## config.mk

```make
export PLATFORM = sky130hd
export DESIGN_NAME = txn_resp_tracker
export DESIGN_NICKNAME = d
export VERILOG_FILES = /design/src/rtl/txnTrkPkg.sv /design/src/rtl/txn_trk_ctrl.sv /design/src/rtl/txn_trk_dpath.sv /design/src/rtl/txn_resp_tracker.sv
export SDC_FILE = /design/constraint.sdc
export NUM_CORES = 1
export LEC_CHECK = 0
export BUFFER_PORTS_ARGS = -buffer_cell sky130_fd_sc_hd__buf_2
export CAP_MARGIN = 20
export CORE_MARGIN = 1.5
export CORE_UTILIZATION = 30
export CTS_BUF_LIST = sky130_fd_sc_hd__clkbuf_8 sky130_fd_sc_hd__clkbuf_16
export DETAILED_ROUTE_END_ITERATION = 12
export PLACE_DENSITY_LB_ADDON = 0.08
export SETUP_SLACK_MARGIN = 0.2
export SYNTH_ARGS = -nofsm -noshare
export SYNTH_HDL_FRONTEND = slang
export SYNTH_HIERARCHICAL = 1
export SYNTH_SLANG_ARGS = --single-unit
```

## constraint.sdc

```tcl
create_clock -name clk -period 3.4 [get_ports clk]
set_clock_uncertainty 0.15 [all_clocks]
set_input_delay 0.34 -clock clk [delete_from_list [all_inputs] [get_ports clk]]
set_output_delay 0.34 -clock clk [all_outputs]
set_load 0.01 [all_outputs]
```

## src/rtl/txnTrkPkg.sv

```systemverilog
package txnTrkPkg;
  localparam logic [1:0] REQ_READ   = 2'b00;
  localparam logic [1:0] REQ_POSTED = 2'b01;
  localparam logic [1:0] REQ_NPWR   = 2'b10;

  localparam logic RSP_DATA = 1'b0;
  localparam logic RSP_DONE = 1'b1;

  // strobes from the control to the datapath
  typedef struct packed {
    logic deliver;  // matched read reply accepted this cycle
    logic flagErr;  // unexpected reply accepted this cycle
  } trkStrbT;
endpackage

```

## src/rtl/txn_trk_ctrl.sv

```systemverilog
module txn_trk_ctrl
  import txnTrkPkg::*;
#(
  parameter int NUM_TAGS   = 8,
  parameter int POST_CNT_W = 6,
  localparam int TAG_W     = $clog2(NUM_TAGS)
) (
  input  logic             clk,
  input  logic             rstN,
  input  logic             reqValid,
  input  logic [1:0]       reqKind,
  output logic             reqReady,
  output logic [TAG_W-1:0] reqTag,
  input  logic             postSent,
  input  logic             rspValid,
  input  logic             rspKind,
  input  logic [TAG_W-1:0] rspTag,
  output logic             rspReady,
  output logic             idle,
  output trkStrbT          strb
);
  logic [NUM_TAGS-1:0]   busy;
  logic [NUM_TAGS-1:0]   isRd;
  logic [POST_CNT_W-1:0] waitCnt [NUM_TAGS];
  logic [POST_CNT_W-1:0] postPend;

  logic [TAG_W-1:0] freeTag;
  logic             anyFree;
  logic             needTag, alloc, postIn, sentNow;
  logic             tagMatch, hold, accept, freeIt;

  // lowest-numbered free tag
  always_comb begin
    freeTag = '0;
    anyFree = 1'b0;
    for (int i = NUM_TAGS - 1; i >= 0; i--) begin
      if (!busy[i]) begin
        freeTag = TAG_W'(i);
        anyFree = 1'b1;
      end
    end
  end

  assign needTag  = (reqKind == REQ_READ) || (reqKind == REQ_NPWR);
  assign reqReady = needTag ? anyFree : 1'b1;
  assign reqTag   = freeTag;
  assign alloc    = reqValid && needTag && anyFree;
  assign postIn   = reqValid && (reqKind == REQ_POSTED);
  assign sentNow  = postSent && (postPend != '0);

  // reply matching and read fencing
  assign tagMatch = busy[rspTag] && (isRd[rspTag] == (rspKind == RSP_DATA));
  assign hold     = rspValid && tagMatch && isRd[rspTag] && (waitCnt[rspTag] != '0);
  assign rspReady = !hold;
  assign accept   = rspValid && !hold;
  assign freeIt   = accept && tagMatch;

  assign strb.deliver = freeIt && isRd[rspTag];
  assign strb.flagErr = accept && !tagMatch;

  assign idle = (busy == '0) && (postPend == '0);

  always_ff @(posedge clk or negedge rstN) begin
    if (!rstN) begin
      postPend <= '0;
    end else if (postIn && !sentNow) begin
      postPend <= postPend + 1'b1;
    end else if (!postIn && sentNow) begin
      postPend <= postPend - 1'b1;
    end
  end

  always_ff @(posedge clk or negedge rstN) begin
    if (!rstN) begin
      busy <= '0;
      isRd <= '0;
      for (int i = 0; i < NUM_TAGS; i++) waitCnt[i] <= '0;
    end else begin
      for (int i = 0; i < NUM_TAGS; i++) begin
        if (alloc && (freeTag == TAG_W'(i))) begin
          busy[i]    <= 1'b1;
          isRd[i]    <= (reqKind == REQ_READ);
          waitCnt[i] <= (reqKind == REQ_READ) ? (postPend - POST_CNT_W'(sentNow)) : '0;
        end else begin
          if (freeIt && (rspTag == TAG_W'(i))) busy[i] <= 1'b0;
          if (sentNow && (waitCnt[i] != '0)) waitCnt[i] <= waitCnt[i] - 1'b1;
        end
      end
    end
  end


  alloc_tag_free_chk: assert property (@(posedge clk) disable iff (!rstN)
    (reqValid && reqReady && needTag) |-> !busy[reqTag]);


  done_frees_tag_chk: assert property (@(posedge clk) disable iff (!rstN)
    (rspValid && rspReady && rspKind == RSP_DONE && busy[rspTag] && !isRd[rspTag])
      |=> !busy[$past(rspTag)]);


  post_no_overflow_chk: assert property (@(posedge clk) disable iff (!rstN)
    (postIn && !postSent) |-> (postPend != '1));


  idle_rise_chk: assert property (@(posedge clk) disable iff (!rstN)
    $rose(idle) |-> $past(rspValid || postSent));
endmodule

```

## src/rtl/txn_trk_dpath.sv

```systemverilog
module txn_trk_dpath
  import txnTrkPkg::*;
#(
  parameter int TAG_W  = 3,
  parameter int DATA_W = 32,
  parameter int STAT_W = 2
) (
  input  logic              clk,
  input  logic              rstN,
  input  trkStrbT           strb,
  input  logic [TAG_W-1:0]  rspTag,
  input  logic [DATA_W-1:0] rspData,
  input  logic [STAT_W-1:0] rspStatus,
  output logic              rdValid,
  output logic [TAG_W-1:0]  rdTag,
  output logic [DATA_W-1:0] rdData,
  output logic [STAT_W-1:0] rdStatus,
  output logic              errFlag
);
  always_ff @(posedge clk or negedge rstN) begin
    if (!rstN) begin
      rdValid  <= 1'b0;
      rdTag    <= '0;
      rdData   <= '0;
      rdStatus <= '0;
      errFlag  <= 1'b0;
    end else begin
      rdValid <= strb.deliver;
      if (strb.deliver) begin
        rdTag    <= rspTag;
        rdData   <= rspData;
        rdStatus <= rspStatus;
      end
      if (strb.flagErr) errFlag <= 1'b1;
    end
  end


  err_sticky_chk: assert property (@(posedge clk) disable iff (!rstN)
    errFlag |=> errFlag);
endmodule

```

## src/rtl/txn_resp_tracker.sv

```systemverilog
module txn_resp_tracker
  import txnTrkPkg::*;
#(
  parameter int NUM_TAGS   = 8,
  parameter int DATA_W     = 32,
  parameter int STAT_W     = 2,
  parameter int POST_CNT_W = 6,
  localparam int TAG_W     = $clog2(NUM_TAGS)
) (
  input  logic              clk,
  input  logic              rstN,
  input  logic              reqValid,
  input  logic [1:0]        reqKind,
  output logic              reqReady,
  output logic [TAG_W-1:0]  reqTag,
  input  logic              postSent,
  input  logic              rspValid,
  input  logic              rspKind,
  input  logic [TAG_W-1:0]  rspTag,
  input  logic [DATA_W-1:0] rspData,
  input  logic [STAT_W-1:0] rspStatus,
  output logic              rspReady,
  output logic              rdValid,
  output logic [TAG_W-1:0]  rdTag,
  output logic [DATA_W-1:0] rdData,
  output logic [STAT_W-1:0] rdStatus,
  output logic              errFlag,
  output logic              idle
);
  trkStrbT strb;

  txn_trk_ctrl #(
    .NUM_TAGS  (NUM_TAGS),
    .POST_CNT_W(POST_CNT_W)
  ) i_ctrl (
    .clk     (clk),
    .rstN    (rstN),
    .reqValid(reqValid),
    .reqKind (reqKind),
    .reqReady(reqReady),
    .reqTag  (reqTag),
    .postSent(postSent),
    .rspValid(rspValid),
    .rspKind (rspKind),
    .rspTag  (rspTag),
    .rspReady(rspReady),
    .idle    (idle),
    .strb    (strb)
  );

  txn_trk_dpath #(
    .TAG_W (TAG_W),
    .DATA_W(DATA_W),
    .STAT_W(STAT_W)
  ) i_dpath (
    .clk      (clk),
    .rstN     (rstN),
    .strb     (strb),
    .rspTag   (rspTag),
    .rspData  (rspData),
    .rspStatus(rspStatus),
    .rdValid  (rdValid),
    .rdTag    (rdTag),
    .rdData   (rdData),
    .rdStatus (rdStatus),
    .errFlag  (errFlag)
  );


  rd_follows_accept_chk: assert property (@(posedge clk) disable iff (!rstN)
    rdValid |-> $past(rspValid && rspReady && rspKind == RSP_DATA));
endmodule

```

After elaboration in Yosys (flattened, before gate mapping) --
Index checks and enable logic that the tools add are counted.
Storage, ports and cells: bits in read-only memories 0, memory bits (writable) 0, memories kept 0, latch bits 0, register bits 109
Cells by class: add/sub/neg operators 11, mux-type cells 59, divide/modulo/power cells 0, bitwise operators 2, magnitude comparators 2, eq/ne operators 17, shift operators 0, reductions and logical operators 76, $mul 0
Operators with widths (count):
- $mux W6 | 21
- $reduce_bool A6 Y1 | 10
- $sub A6 B1 Y6 const B | 9
- $logic_and A1 B1 Y1 | 39
- $reduce_bool A2 Y1 | 17
- $mux W1 | 27
- $eq A3 B3 Y1 const B | 8
- $mux W3 | 8
- $bmux W6 S3 | 1
- $eq A3 B2 Y1 const B | 4
- $logic_not A8 Y1 | 1
- $add A6 B1 Y6 const B | 1
- $bmux W1 S3 | 2
- $eq A3 B1 Y1 const B | 2
- $logic_not A3 Y1 | 2
- $logic_not A6 Y1 | 1
- $sub A6 B1 Y6 | 1
- $ge A4 B4 Y1 const B | 1
- $logic_not A1 Y1 | 4
- $lt A3 B4 Y1 const B | 1
- $not A3 Y4 | 1
- $eq A2 B1 Y1 const B | 1
- $eq A2 B2 Y1 const B | 1
- $logic_not A2 Y1 | 1
- other kinds (3) | 3

Logic depth before layout (Yosys ltp) --
word-level depth 13, gate-level depth with buffers 12, depth with buffers taken out 11

Cells and area by module --
Netlist, hierarchy kept.
By module, submodules not included:
- txn_trk_ctrl | cells each 486, instances 1, sequential area each 1751.7 um2, area each 4579.4 um2
- txn_trk_dpath | cells each 81, instances 1, sequential area each 975.9 um2, area each 1582.8 um2

Worst setup path after synthesis --
Ideal clock, no wire load.
path type reg-to-reg, start point reg i_ctrl.postPend[3], end point reg i_ctrl.postPend[5], cell stages (with the launch flop) 13, setup slack 0.344 ns, data arrival time 2.827 ns, cell sequence dfrtp_1 > nor4_4 > a21oi_2 > buf_2 > inv_1 > ha_1 > inv_1 > ha_1 > a21o_1 > a21oi_1 > or4_1 > nand3_1 > xor2_1
On the way: word-level cells in the longest chain between the ends 5, elaborated cells on any way between the ends 10
RTL lines:
- start, declared | line txn_trk_ctrl.sv:25 | logic [POST_CNT_W-1:0] postPend;
- start signal, assigned | line txn_trk_ctrl.sv:67 | postPend <= postPend + 1'b1;
- start signal, assigned | line txn_trk_ctrl.sv:69 | postPend <= postPend - 1'b1;
- parallel branches: the longest is 5 deep, another holds $sub A6 B1 Y6
Several ways; the timed one is not identified. The select of a mux whose other input is x is not followed. A chain may end at the register's enable or synchronous reset.

Worst setup path after layout --
Same ends and word-level chain as after synthesis.

==> summary by stage <==
Die
The die height is 146 um. The effective utilization at floorplan is 0.306. The die is 146 um wide. The area inside the core boundary is 0.0202 sq mm.

The die covers 0.0214 sq mm. After floorplanning, the core was divided into 52 placement rows. The number of ports placed on the die boundary is 90.

Global routing
The initial antenna violation count was 0. The global-route layer with the greatest usage is met2. The via count of the first global-routing pass came to 4,635. The aggregate global routing overflow is 0. The met3 routing resource usage after global routing is 0.0328. The first global-routing pass estimated 25,800 um of wire. The global routing met1 resource utilization is 0.210. Entering global routing, the biggest net connects 59 pins. For this run, the total global-route usage over all layers was measured as 0.156. For this run, global-route usage on met2 was measured as 0.251.

Synthesis
The post-synth net total is 636. The share of synthesized registers carrying an async set or reset is 1.00. For this run, the number of Yosys warnings is 6. The sequential-to-total area share from yosys stat is 0.443. After synthesis the netlist holds a flip-flop and latch count of 109. The number of synthesized flops with an enable pin is 0. In this run the cell area of the synthesized design comes to 0.00616 sq mm. The synthesized instance count is 567.

The count of different cell masters after synthesis is 57. After synthesis, the mean cell area works out to 10.9 sq um. The most used flip-flop cell after synthesis is sky130_fd_sc_hd__dfrtp_1.

Route
The pre-antenna-repair detailed-routing pass consisted of 4 iterations. The final routed DRC violation total is 0. The total wire length after detailed routing is 16,000 um. In this run the remaining antenna-violating nets after routing total 0.

Summing over every cut layer, the via total after detailed routing is 4,552. Using the TritonRoute via totals, the vias-per-cell ratio works out to 4.86. In the final routed layout, each cell accounts on average for 17.0 um. In this run, the number of DRC markers left after iteration 0 of detailed routing was 199.

Job
The max-cap violation count is 0.

Power and ir drop
The cell internal power dissipation is 3.76 mW. Across the VDD grid, the largest voltage drop is 0.000285 V. The leakage power total is 3.27 nW. The ratio of total power to cell area is 858 mW/mm^2. The net switching fraction of the power is 0.395.

The clock network power share is 0.166. The total chip power is 6.21 mW. The share of total power in sequential cells is 0.402. Summed over all nets, the switching power comes to 2.45 mW. The share of total power dissipated in combinational logic is 0.432.

Timing
Setup violations remaining at the end of the flow were counted as 0. After routing, the total negative slack on setup checks comes to 0 ns. The share of the clock period used by the worst path after layout is 0.833.

For this run, the top clock speed supported by timing is 0.353 GHz. The number of endpoints with negative hold slack in the final report was 0. The minimum period implied by the final worst setup slack is 2.83 ns. For the pin with the worst max-slew slack, the measured transition is 0.847 ns. Setup repair after global routing left no endpoint under its margin.

The count of final max-slew check failures came to 0. The worst pin sits at a relative slew slack of 0.435.

Placed design
Input and output buffers added on the ports amount to 89. The placed cell area is 0.00694 sq mm. In this run, placement finished with an instance count of 920. The HPWL after detailed placement is 11,400 um. At the end of routability-driven placement, the weighted congestion stood at 0.792.

Status
The flow ran to the end, and the final reports show no timing, DRC or antenna violations.

Worst setup path
The class of the most critical setup path is flip-flop to flip-flop. The data required time at the worst endpoint is 3.54 ns. The worst register-to-register path begins at i_ctrl/postPend[3]. The timing startpoint of the critical path is i_ctrl/postPend[3].

The end point of the critical path is i_ctrl/postPend[5]. The minimum setup slack among reg-to-reg paths is 0.57 ns. The worst register-to-register path ends at i_ctrl/postPend[5]. The signal on the critical path passes through nor4_4 > a21oi_2 > inv_1 > ha_1 > inv_1 > ha_1 > a21o_1 > a21oi_1 > or4_1 > nand3_1 > xor2_1. Data on the critical path arrives at its endpoint at 2.97 ns. The cell with the largest stage delay on the worst path is sky130_fd_sc_hd__dfrtp_1. The kind of end point of the critical path is a flip-flop. The peak per-stage delay on the critical path is 0.48 ns. The top fanout value on the critical path is 7. For the worst flop-to-flop path, the logic depth is 11. The critical path startpoint category is a flip-flop.

CTS
The number of resized instances in the post-cts repair step is 0. TritonCTS built the clock tree. The clock transition time at the flip-flop clock pins of the worst setup and hold paths is 0.08 ns. CTS built an H-tree with a depth of 3. The number of sinks handled by clock tree synthesis is 109.

The cell chosen for the clock root is sky130_fd_sc_hd__clkbuf_16. Buffers inserted during clock tree synthesis total 9. The clock reaches the later pin of the worst-skew pair after 0.36 ns. The largest buffer count on any clock path is 2.

Final layout
The final standard cell count with taps included and fillers excluded is 937. Measured on the finished design, the core utilization comes to 0.359. Compared with the post-synthesis result, the final layout area differs by 17.4%.

The area of all placed cells without fillers is 0.00723 sq mm. After the last flow step, the layout net total stands at 731. The repair_antennas step left the layout with diodes totalling 0.

In the final layout, the share of cells above drive strength 1 is 0.285.

Hold path
The startpoint identified for the worst hold timing path is rspData[5]. The cell depth of the worst min-delay path is 2. In this run the worst hold path is classified as input port to flip-flop.
## layout by cell type, fill, tap and decap left out, types with 21 or more instances in the layout
| cell type | n |
|---|---|
| sky130_fd_sc_hd__dfrtp_1 | 109 |
| sky130_fd_sc_hd__buf_2 | 88 |
| sky130_fd_sc_hd__nand2_1 | 49 |
| sky130_fd_sc_hd__nor2_1 | 41 |
| sky130_fd_sc_hd__xor2_1 | 35 |
| sky130_fd_sc_hd__o21ai_0 | 33 |
| sky130_fd_sc_hd__mux2_4 | 30 |
| sky130_fd_sc_hd__inv_1 | 27 |
| sky130_fd_sc_hd__mux2_2 | 23 |
| sky130_fd_sc_hd__ha_1 | 23 |
| sky130_fd_sc_hd__xnor2_1 | 21 |
## cells by family after synthesis
family	share of synthesized area
adders and majority gates	0.0500
buffers and inverters	0.0424
and+or+nand+nor	0.152
muxes	0.149
xor gates and xnor gates	0.0796
AOI/OAI and AO/OA	0.0843
DFF	0.443
## through the flow
stage | hold WS [ns] | setup WS, ns
2_1_floorplan | -0.106 | 0.344
3_3_place_gp | 0.302 | 0.475
3_5_place_dp | 0.303 | 0.433
4_1_cts | 0.0386 | 0.530
5_1_grt | 0.0404 | 0.391
6_report | 0.0530 | 0.568
## critical path: cells and delay by family, from the launching register on
family / cells / cell delay, ns
compound gates: 3 / 0.30
xor+xnor: 1 / 0.15
fa+ha+maj: 2 / 0.56
buf+inv: 2 / 0.22
flops: 1 / 0.48
simple gates: 3 / 0.91
## cell type report
cell class | count | area, sq um
fill | 2068 | 12900
sequential | 109 | 2730
timing repair buffer | 107 | 611
tap | 270 | 338
inverter | 27 | 101
clock buffer | 9 | 225
multi-input combinational | 408 | 3170
clock inverter | 7 | 57.6
## metal layers
metal | share of wire | wire [um]
met5 | 0 | 0
met4 | 0.013 | 203
met3 | 0.041 | 655
met2 | 0.47 | 7430
met1 | 0.48 | 7660
## Yosys cell counts, types with 2 or more instances
library cell	count	share of area
sky130_fd_sc_hd__a21boi_0	2	0.0024
sky130_fd_sc_hd__a21oi_1	6	0.0049
sky130_fd_sc_hd__a21oi_2	2	0.0028
sky130_fd_sc_hd__a221o_1	2	0.0032
sky130_fd_sc_hd__a221oi_2	5	0.012
sky130_fd_sc_hd__a22o_1	2	0.0028
sky130_fd_sc_hd__a31oi_1	12	0.012
sky130_fd_sc_hd__a32oi_1	3	0.0043
sky130_fd_sc_hd__buf_12	3	0.0097
sky130_fd_sc_hd__buf_2	5	0.0041
sky130_fd_sc_hd__buf_6	2	0.0037
sky130_fd_sc_hd__clkbuf_1	11	0.0067
sky130_fd_sc_hd__dfrtp_1	109	0.44
sky130_fd_sc_hd__ha_1	23	0.047
sky130_fd_sc_hd__inv_1	27	0.016
sky130_fd_sc_hd__mux2_2	23	0.042
sky130_fd_sc_hd__mux2_4	30	0.073
sky130_fd_sc_hd__mux2i_1	16	0.026
sky130_fd_sc_hd__nand2_1	49	0.030
sky130_fd_sc_hd__nand2b_1	6	0.0061
sky130_fd_sc_hd__nand3_1	17	0.014
sky130_fd_sc_hd__nand3b_1	8	0.0097
sky130_fd_sc_hd__nand4_1	7	0.0071
sky130_fd_sc_hd__nand4b_1	7	0.0099
sky130_fd_sc_hd__nor2_1	41	0.025
sky130_fd_sc_hd__nor2b_1	2	0.0020
sky130_fd_sc_hd__nor3_1	10	0.0081
sky130_fd_sc_hd__nor3b_1	2	0.0024
sky130_fd_sc_hd__nor4_1	13	0.013
sky130_fd_sc_hd__o21ai_0	33	0.027
sky130_fd_sc_hd__o21ai_1	4	0.0032
sky130_fd_sc_hd__or2_2	2	0.0020
sky130_fd_sc_hd__or3_1	3	0.0030
sky130_fd_sc_hd__or4_1	3	0.0037
sky130_fd_sc_hd__xnor2_1	21	0.030
sky130_fd_sc_hd__xor2_1	35	0.050
## registers in the layout, indices dropped and copies added, names as in the netlist
register,count
i_ctrl/waitCnt,48
i_dpath/rdData,32
i_ctrl/busy,8
i_ctrl/isRd,8
i_ctrl/postPend,6
i_dpath/rdTag,3
i_dpath/rdStatus,2
i_dpath/errFlag,1
i_dpath/rdValid,1
## worst min-delay path by stage
stage / to / slack [ns]
after global routing: i_dpath/rdData[9] / 0.04
after global placement: i_dpath/errFlag / 0.30
after CTS: i_dpath/rdData[5] / 0.04
final: i_dpath/rdData[5] / 0.05
after detailed placement: i_dpath/errFlag / 0.30
after floorplan: i_ctrl/busy[0] / -0.11
## power groups by stage
stage	combinational, mW	clock, mW	sequential (mW)
finish	2.68	1.03	2.50
global route	3.01	1.14	2.60
CTS	2.72	1.09	2.50
detailed placement	2.70	0	2.51
global placement	2.66	0	2.50
floorplan	1.83	0	2.48
## what timing repair did
item,4_1_cts,5_1_grt
setup buffers,0,0
hold buffers,1,0
endpoints found under the hold margin,56,0
No activity file was read; power rests on OpenSTA's default activity.
